### src/rtl/cfgbank_pkg.sv
package cfgbank_pkg;

    localparam int WORD_W = 32;
    localparam int ADDR_W = 4;
    localparam int MODE_W = 2;
    localparam int DIV_W  = 8;
    localparam int DLY_W  = 4;
    localparam int PLLN_W = 16;
    localparam int PLLR_W = 12;

    // capture state machine
    typedef enum logic [1:0] {
        ST_SHIFT = 2'd0,
        ST_LOAD  = 2'd1,
        ST_HOLD  = 2'd2
    } cap_state_t;

    // channel word layout
    localparam int CH_MODE_LSB = 8;
    localparam int CH_EN_BIT   = 10;
    localparam int CH_DIV_LSB  = 16;
    localparam int CH_DLY_LSB  = 24;

    // global word layout (address 0)
    localparam int GL_OE_BIT   = 8;
    localparam int GL_PD_BIT   = 9;
    localparam int GL_TRI_BIT  = 10;
    localparam int GL_POL_BIT  = 11;
    localparam int GL_SRST_BIT = 31;

    // PLL word layout
    localparam int PLL_N_LSB = 4;
    localparam int PLL_R_LSB = 20;

    typedef struct packed {
        logic [MODE_W-1:0] mode;
        logic              en;
        logic [DIV_W-1:0]  div;
        logic [DLY_W-1:0]  dly;
    } chan_cfg_t;

    typedef struct packed {
        logic oe;
        logic pd;
        logic tri_st;
        logic pol;
    } glb_cfg_t;

    localparam chan_cfg_t CHAN_DEF = '{mode: 2'd0, en: 1'b0, div: 8'd1, dly: 4'd0};
    localparam glb_cfg_t  GLB_DEF  = '{oe: 1'b1, pd: 1'b0, tri_st: 1'b0, pol: 1'b0};
    localparam logic [PLLN_W-1:0] PLLN_DEF = 16'd760;
    localparam logic [PLLR_W-1:0] PLLR_DEF = 12'd10;

endpackage

### src/rtl/cfgbank_shifter.sv
module cfgbank_shifter
    import cfgbank_pkg::*;
#(
    parameter int W = WORD_W
) (
    input  logic         clk,
    input  logic         rst_n,
    input  logic         ser_data,
    input  logic         ser_le,
    output logic [W-1:0] word,
    output logic         commit
);

    cap_state_t state_q, state_d;
    logic [W-1:0] sreg_q;

    // state register
    always_ff @(posedge clk or negedge rst_n) begin
        if (!rst_n) state_q <= ST_SHIFT;
        else        state_q <= state_d;
    end

    // next state
    always_comb begin
        state_d = state_q;
        unique case (state_q)
            ST_SHIFT: if (ser_le)  state_d = ST_LOAD;   // latch
            ST_LOAD:  state_d = ser_le ? ST_HOLD        // hold
                                       : ST_SHIFT;      // quick release
            ST_HOLD:  if (!ser_le) state_d = ST_SHIFT;  // release
            default:  state_d = ST_SHIFT;
        endcase
    end

    // outputs
    always_comb begin
        commit = 1'b0;
        unique case (state_q)
            ST_LOAD: commit = 1'b1;
            default: commit = 1'b0;
        endcase
    end

    always_ff @(posedge clk or negedge rst_n) begin
        if (!rst_n)
            sreg_q <= '0;
        else if (state_q == ST_SHIFT && !ser_le)
            sreg_q <= {sreg_q[W-2:0], ser_data};
    end

    assign word = sreg_q;

endmodule

### src/rtl/cfgbank_chan.sv
module cfgbank_chan
    import cfgbank_pkg::*;
#(
    parameter logic [ADDR_W-1:0] ADDR = 4'd4
) (
    input  logic              clk,
    input  logic              rst_n,
    input  logic              commit,
    input  logic              soft_rst,
    input  logic [WORD_W-1:0] word,
    output chan_cfg_t         cfg
);

    always_ff @(posedge clk or negedge rst_n) begin
        if (!rst_n) begin
            cfg <= CHAN_DEF;
        end else if (soft_rst) begin
            cfg <= CHAN_DEF;
        end else if (commit && word[ADDR_W-1:0] == ADDR) begin
            cfg.mode <= word[CH_MODE_LSB +: MODE_W];
            cfg.en   <= word[CH_EN_BIT];
            cfg.div  <= word[CH_DIV_LSB +: DIV_W];
            cfg.dly  <= word[CH_DLY_LSB +: DLY_W];
        end
    end

endmodule

### src/rtl/cfgbank_top.sv
module cfgbank_top
    import cfgbank_pkg::*;
#(
    parameter int NCH      = 4,
    parameter int CH_BASE  = 4,
    parameter int PLL_ADDR = 15
) (
    input  logic                    clk,
    input  logic                    rst_n,
    input  logic                    ser_data,
    input  logic                    ser_le,
    output logic [NCH*MODE_W-1:0]   ch_mode,
    output logic [NCH-1:0]          ch_en,
    output logic [NCH*DIV_W-1:0]    ch_div,
    output logic [NCH*DLY_W-1:0]    ch_dly,
    output logic                    glb_oe,
    output logic                    pwr_down,
    output logic                    cp_tristate,
    output logic                    cp_pol_pos,
    output logic [PLLN_W-1:0]       pll_n,
    output logic [PLLR_W-1:0]       pll_r
);

    localparam logic [ADDR_W-1:0] GLB_A = '0;
    localparam logic [ADDR_W-1:0] PLL_A = ADDR_W'(PLL_ADDR);

    logic [WORD_W-1:0] word;
    logic              commit;
    logic              soft_rst;
    logic [ADDR_W-1:0] addr;
    glb_cfg_t          glb_q;
    logic [PLLN_W-1:0] n_q;
    logic [PLLR_W-1:0] r_q;

    cfgbank_shifter #(.W(WORD_W)) shifter_i (
        .clk      (clk),
        .rst_n    (rst_n),
        .ser_data (ser_data),
        .ser_le   (ser_le),
        .word     (word),
        .commit   (commit)
    );

    assign addr     = word[ADDR_W-1:0];
    assign soft_rst = commit && addr == GLB_A && word[GL_SRST_BIT];

    generate
        for (genvar g = 0; g < NCH; g++) begin : g_ch
            chan_cfg_t cfg;
            cfgbank_chan #(.ADDR(ADDR_W'(CH_BASE + g))) chan_i (
                .clk      (clk),
                .rst_n    (rst_n),
                .commit   (commit),
                .soft_rst (soft_rst),
                .word     (word),
                .cfg      (cfg)
            );
            assign ch_mode[g*MODE_W +: MODE_W] = cfg.mode;
            assign ch_en[g]                    = cfg.en;
            assign ch_div[g*DIV_W +: DIV_W]    = cfg.div;
            assign ch_dly[g*DLY_W +: DLY_W]    = cfg.dly;
        end
    endgenerate

    always_ff @(posedge clk or negedge rst_n) begin
        if (!rst_n) begin
            glb_q <= GLB_DEF;
        end else if (soft_rst) begin
            glb_q <= GLB_DEF;
        end else if (commit && addr == GLB_A) begin
            glb_q.oe     <= word[GL_OE_BIT];
            glb_q.pd     <= word[GL_PD_BIT];
            glb_q.tri_st <= word[GL_TRI_BIT];
            glb_q.pol    <= word[GL_POL_BIT];
        end
    end

    always_ff @(posedge clk or negedge rst_n) begin
        if (!rst_n) begin
            n_q <= PLLN_DEF;
            r_q <= PLLR_DEF;
        end else if (soft_rst) begin
            n_q <= PLLN_DEF;
            r_q <= PLLR_DEF;
        end else if (commit && addr == PLL_A) begin
            n_q <= word[PLL_N_LSB +: PLLN_W];
            r_q <= word[PLL_R_LSB +: PLLR_W];
        end
    end

    assign glb_oe      = glb_q.oe;
    assign pwr_down    = glb_q.pd;
    assign cp_tristate = glb_q.tri_st;
    assign cp_pol_pos  = glb_q.pol;
    assign pll_n       = n_q;
    assign pll_r       = r_q;

endmodule

### config.mk
export PLATFORM = sky130hd
export DESIGN_NAME = cfgbank_top
export DESIGN_NICKNAME = d
export VERILOG_FILES = /design/src/rtl/cfgbank_pkg.sv /design/src/rtl/cfgbank_shifter.sv /design/src/rtl/cfgbank_chan.sv /design/src/rtl/cfgbank_top.sv
export SDC_FILE = /design/constraint.sdc
export NUM_CORES = 1
export LEC_CHECK = 0
export BUFFER_PORTS_ARGS = -buffer_cell sky130_fd_sc_hd__buf_2
export CORE_UTILIZATION = 40
export CTS_CLUSTER_DIAMETER = 120
export CTS_CLUSTER_SIZE = 12
export DETAILED_ROUTE_END_ITERATION = 10
export SLEW_MARGIN = 0
export SYNTH_ARGS = -nofsm -noshare
export SYNTH_HDL_FRONTEND = slang
export SYNTH_HIERARCHICAL = 1
export SYNTH_SLANG_ARGS = --single-unit
### constraint.sdc
create_clock -name clk -period 4.95 [get_ports clk]
set_input_delay 0.2475 -clock clk [delete_from_list [all_inputs] [get_ports clk]]
set_output_delay 0.2475 -clock clk [all_outputs]
set_load 0.02 [all_outputs]
==> summary.md <==
| Metric | Value |
|---|---|
| Via count of the first global-routing pass | 3465 |
| Clock transition time at the flip-flop clock pins of the worst setup and hold paths | 0.05 ns |
| Max-cap viol count | 0 |
| Via count normalized by instance count | 5.38 |
| Post-Route Skew | 0.0108 ns |
| Sum of overflow across all layers after global routing | 0 |
| Data arrival, critical path | 3.45 ns |
| Final critical delay including setup and external delays | 3.17 ns |
| Mapped Area | 5120 um2 |
| Delay of the slowest cell on the worst path | 0.73 ns |
| Cell types with the largest area share after synthesis | dfrtp_1 55%, a22o_1 7.9%, mux2_2 7.3%, dfstp_2 6.7%, nand3_1 3.5% |
| Setup slack, reg-to-reg | 1.78 ns |
| Post-synthesis sequential element count | 126 |
| Number of rows created at floorplan | 40 |
| Critical path's slowest cell | nor2b_1 |
| Critical path type | register to register |
| Yosys synthesis warning count | 6 |
| Die Ht | 115 um |
| Part of the cycle the worst path needs | 64.0% |
| CTS Buffer Depth | 2 |
| Total count of hold-check failures in the final report | 39 |
| Startpoint kind of the worst setup timing path | register |
| Core area | 12300 um2 |
| Pin count of the biggest net entering global routing | 74 |
| Cell area power density | 553 nW/um2 |
| Portion of synthesized cell area occupied by the leading cell type | 55.2% |
| Area delta synth->final | 22.2% |
| FF-to-FF Start | shifter_i/state_q[0] |
| Final max-slew violation count | 0 |
| Full die area | 13300 um2 |
| Fin Setup TNS | 0 ns |
| Peak ir drop on the vdd network | 0.217 mV |
| Detailed-route wire length | 12100 um |
| Root Buffer Master | clkbuf_16 |
| Number of flops mapped to enable cells by yosys | 0 |
| Portion of the post-synthesis area used by sequential elements | 61.9% |
| Endpoint type of the worst setup path | register |
| Chain of cells forming the critical path | nor2b_1 -> nor3b_2 -> nand3_2 -> inv_2 -> and3b_1 -> a22o_1 |
| Leakage power | 3.19 nW |
| Routed length per placed instance | 18.8 um |
| Cell type with the highest aggregate area in the netlist | dfrtp_1 |
| Share of synthesized registers carrying an async set or reset | 100% |
| Detailed-route via count | 3464 |
| Synth Flop Type | dfrtp_1 |
| CP top delay family | simple AND/OR/NAND/NOR gates |
| Clock tree from TritonCTS | built |
| Maximum level of the CTS H-tree | 4 |
| Overall routing resource usage | 19.9% |
| Run status | finished with violations |
| Count leader, synth | dfrtp_1 |
| Relative slew slack | 20.4% |
| Hold Worst Slack | -0.0187 ns |
| I/O Buffers | 95 |
| Start point of the critical path | shifter_i/state_q[0] |
| HP Class | input pin to async pin |
| Total iterations of the first detailed-routing run | 4 |
| Setup repair after global routing missed its margin | false |
| Failing checks | negative hold slack |
| Drt drc | 0 |
| Fraction of final layout cells sized beyond drive strength 1 | 42.2% |
| Number of DRC markers after the initial detailed-route iteration | 187 |
| Total of endpoints with negative setup slack in the final report | 0 |
| Number of nets in the final layout | 467 |
| Number of setup buffers added after CTS | 0 |
| Number of nets in the synthesized netlist | 374 |
| Post-Synthesis Mean Instance Area | 13.8 um2 |
| Req. time, crit path | 5.23 ns |
| Buffer and inverter count on the worst path | 1 |
| Post_cts resized | 0 |
| IO Count | 96 |
| Inserted Clock Buffers | 17 |
| Weighted congestion reported at the end of routability-driven placement | 0.743 |
| HPWL after DPL | 7770 um |
| Timing-limited maximum frequency | 0.316 GHz |
| Cell types with the highest counts after synthesis | 113 x dfrtp_1, 46 x a22o_1, 36 x nand3_1 |
| Number of instances in the synthesized netlist | 370 |
| Wire length of the first global-routing pass | 19800 um |
| Number of distinct standard cells referenced by the synthesized netlist | 37 |
| Die width | 115 um |
| Antenna violations before repair | 0 |
| Worst-Skew Late Latency | 0.41 ns |
| # diodes | 0 |
| Remaining antenna violation count after routing | 0 |
| Peak fanout along the critical path | 30 |
| Slew at the pin with the worst max-slew slack | 1.19 ns |
| # hold bufs at CTS | 0 |
| Initial standard-cell utilization of the core | 41.8% |
| CTS sink cnt | 126 |
-- sequential cells by signal (all words and copies together) (netlist names) --
name	count
g_ch.chan_i/cfg	60
shifter_i/word	32
pll_n	16
pll_r	12
shifter_i/state_q	2
cp_pol_pos	1
cp_tristate	1
glb_oe	1
pwr_down	1
-- power by group --
group | total (mW) | internal (mW) | switching, mW
sequential | 1.47 | 1.24 | 0.225
clock | 1.38 | 0.946 | 0.437
combinational | 0.615 | 0.253 | 0.362
total | 3.46 | 2.44 | 1.02
-- worst reg2reg max path: stages, from the launching register on --
cell	delay [ns]
dfrtp_1	0.42
nor2b_1	0.73
nor3b_2	0.39
nand3_2	0.23
inv_2	0.51
and3b_1	0.45
a22o_1	0.32
-- metal layers --
metal / vias to the layer above / global-route usage (%) / routed length (um)
met5: - / 0 / 0
met4: 0 / 6.58 / 128
met3: 10 / 4.64 / 482
met2: 89 / 29.9 / 5780
met1: 1799 / 28.6 / 5700
li1: 1566 / - / -
-- kinds of logic (layout without fill, tap and decap cells) --
logic type | after synthesis | after routing | share of synthesized area [%]
buffers and inverters | 32 | 138 | 5.30
multiplexers | 35 | 35 | 7.69
AO/OA/AOI/OAI | 115 | 115 | 16.3
AND/OR/NAND/NOR | 62 | 62 | 8.82
flip-flops | 126 | 126 | 61.9
-- worst paths after layout --
| kind | end | depth (start not counted) |
|---|---|---|
| worst min-delay path | g_ch[3].chan_i/cfg[13] | 1 |
| worst min register to register | g_ch[2].chan_i/cfg[4] | 2 |
| min in group clk | shifter_i/word[0] | 2 |
| worst max register to register | g_ch[0].chan_i/cfg[8] | 6 |
| max in group asynchronous | shifter_i/word[22] | 2 |
| worst max-delay path | g_ch[0].chan_i/cfg[8] | 6 |
-- area by class of cell --
class | count | area, um2
Clock buffer | 22 | 484
Clock inverter | 10 | 184
Fill cell | 1088 | 6000
Inverter | 8 | 30.0
Multi-Input combinational cell | 212 | 1680
Sequential cell | 126 | 3170
Tap cell | 168 | 210
Timing Repair Buffer | 98 | 500
-- through the flow --
stage / power [mW] / setup WS [ns] / std cells / instance area [um2] / util (%)
4_1_cts: 3.49 / 1.82 / 644 / 6260 / 51.1
3_3_place_gp: 2.08 / 1.98 / 612 / 5590 / 45.6
6_report: 3.46 / 1.78 / 644 / 6260 / 51.1
5_1_grt: 3.62 / 1.57 / 644 / 6260 / 51.1
3_5_place_dp: 2.10 / 1.86 / 612 / 5590 / 45.6
2_1_floorplan: 1.86 / 2.35 / 370 / 5120 / -
-- cells in the final DEF (no fill, tap or decap), types with 2 or more instances in the layout --
master      instances
dfrtp_1           113
mux2_2             33
dfstp_2            13
clkbuf_16          17
buf_4               4
bufinv_16           5
o21ba_4             3
inv_1               7
clkinvlp_4          2
a22o_1             46
nor2_1              2
a21oi_1            26
a22o_2             10
nor4_1              2
o21ai_0            28
buf_2              94
clkbuf_8            4
nand3_1            36
nand4b_4            3
clkinv_2            2
nor3_4              3
mux2_1              2
nor2b_1             5
Power figures use the tool's default switching activity.
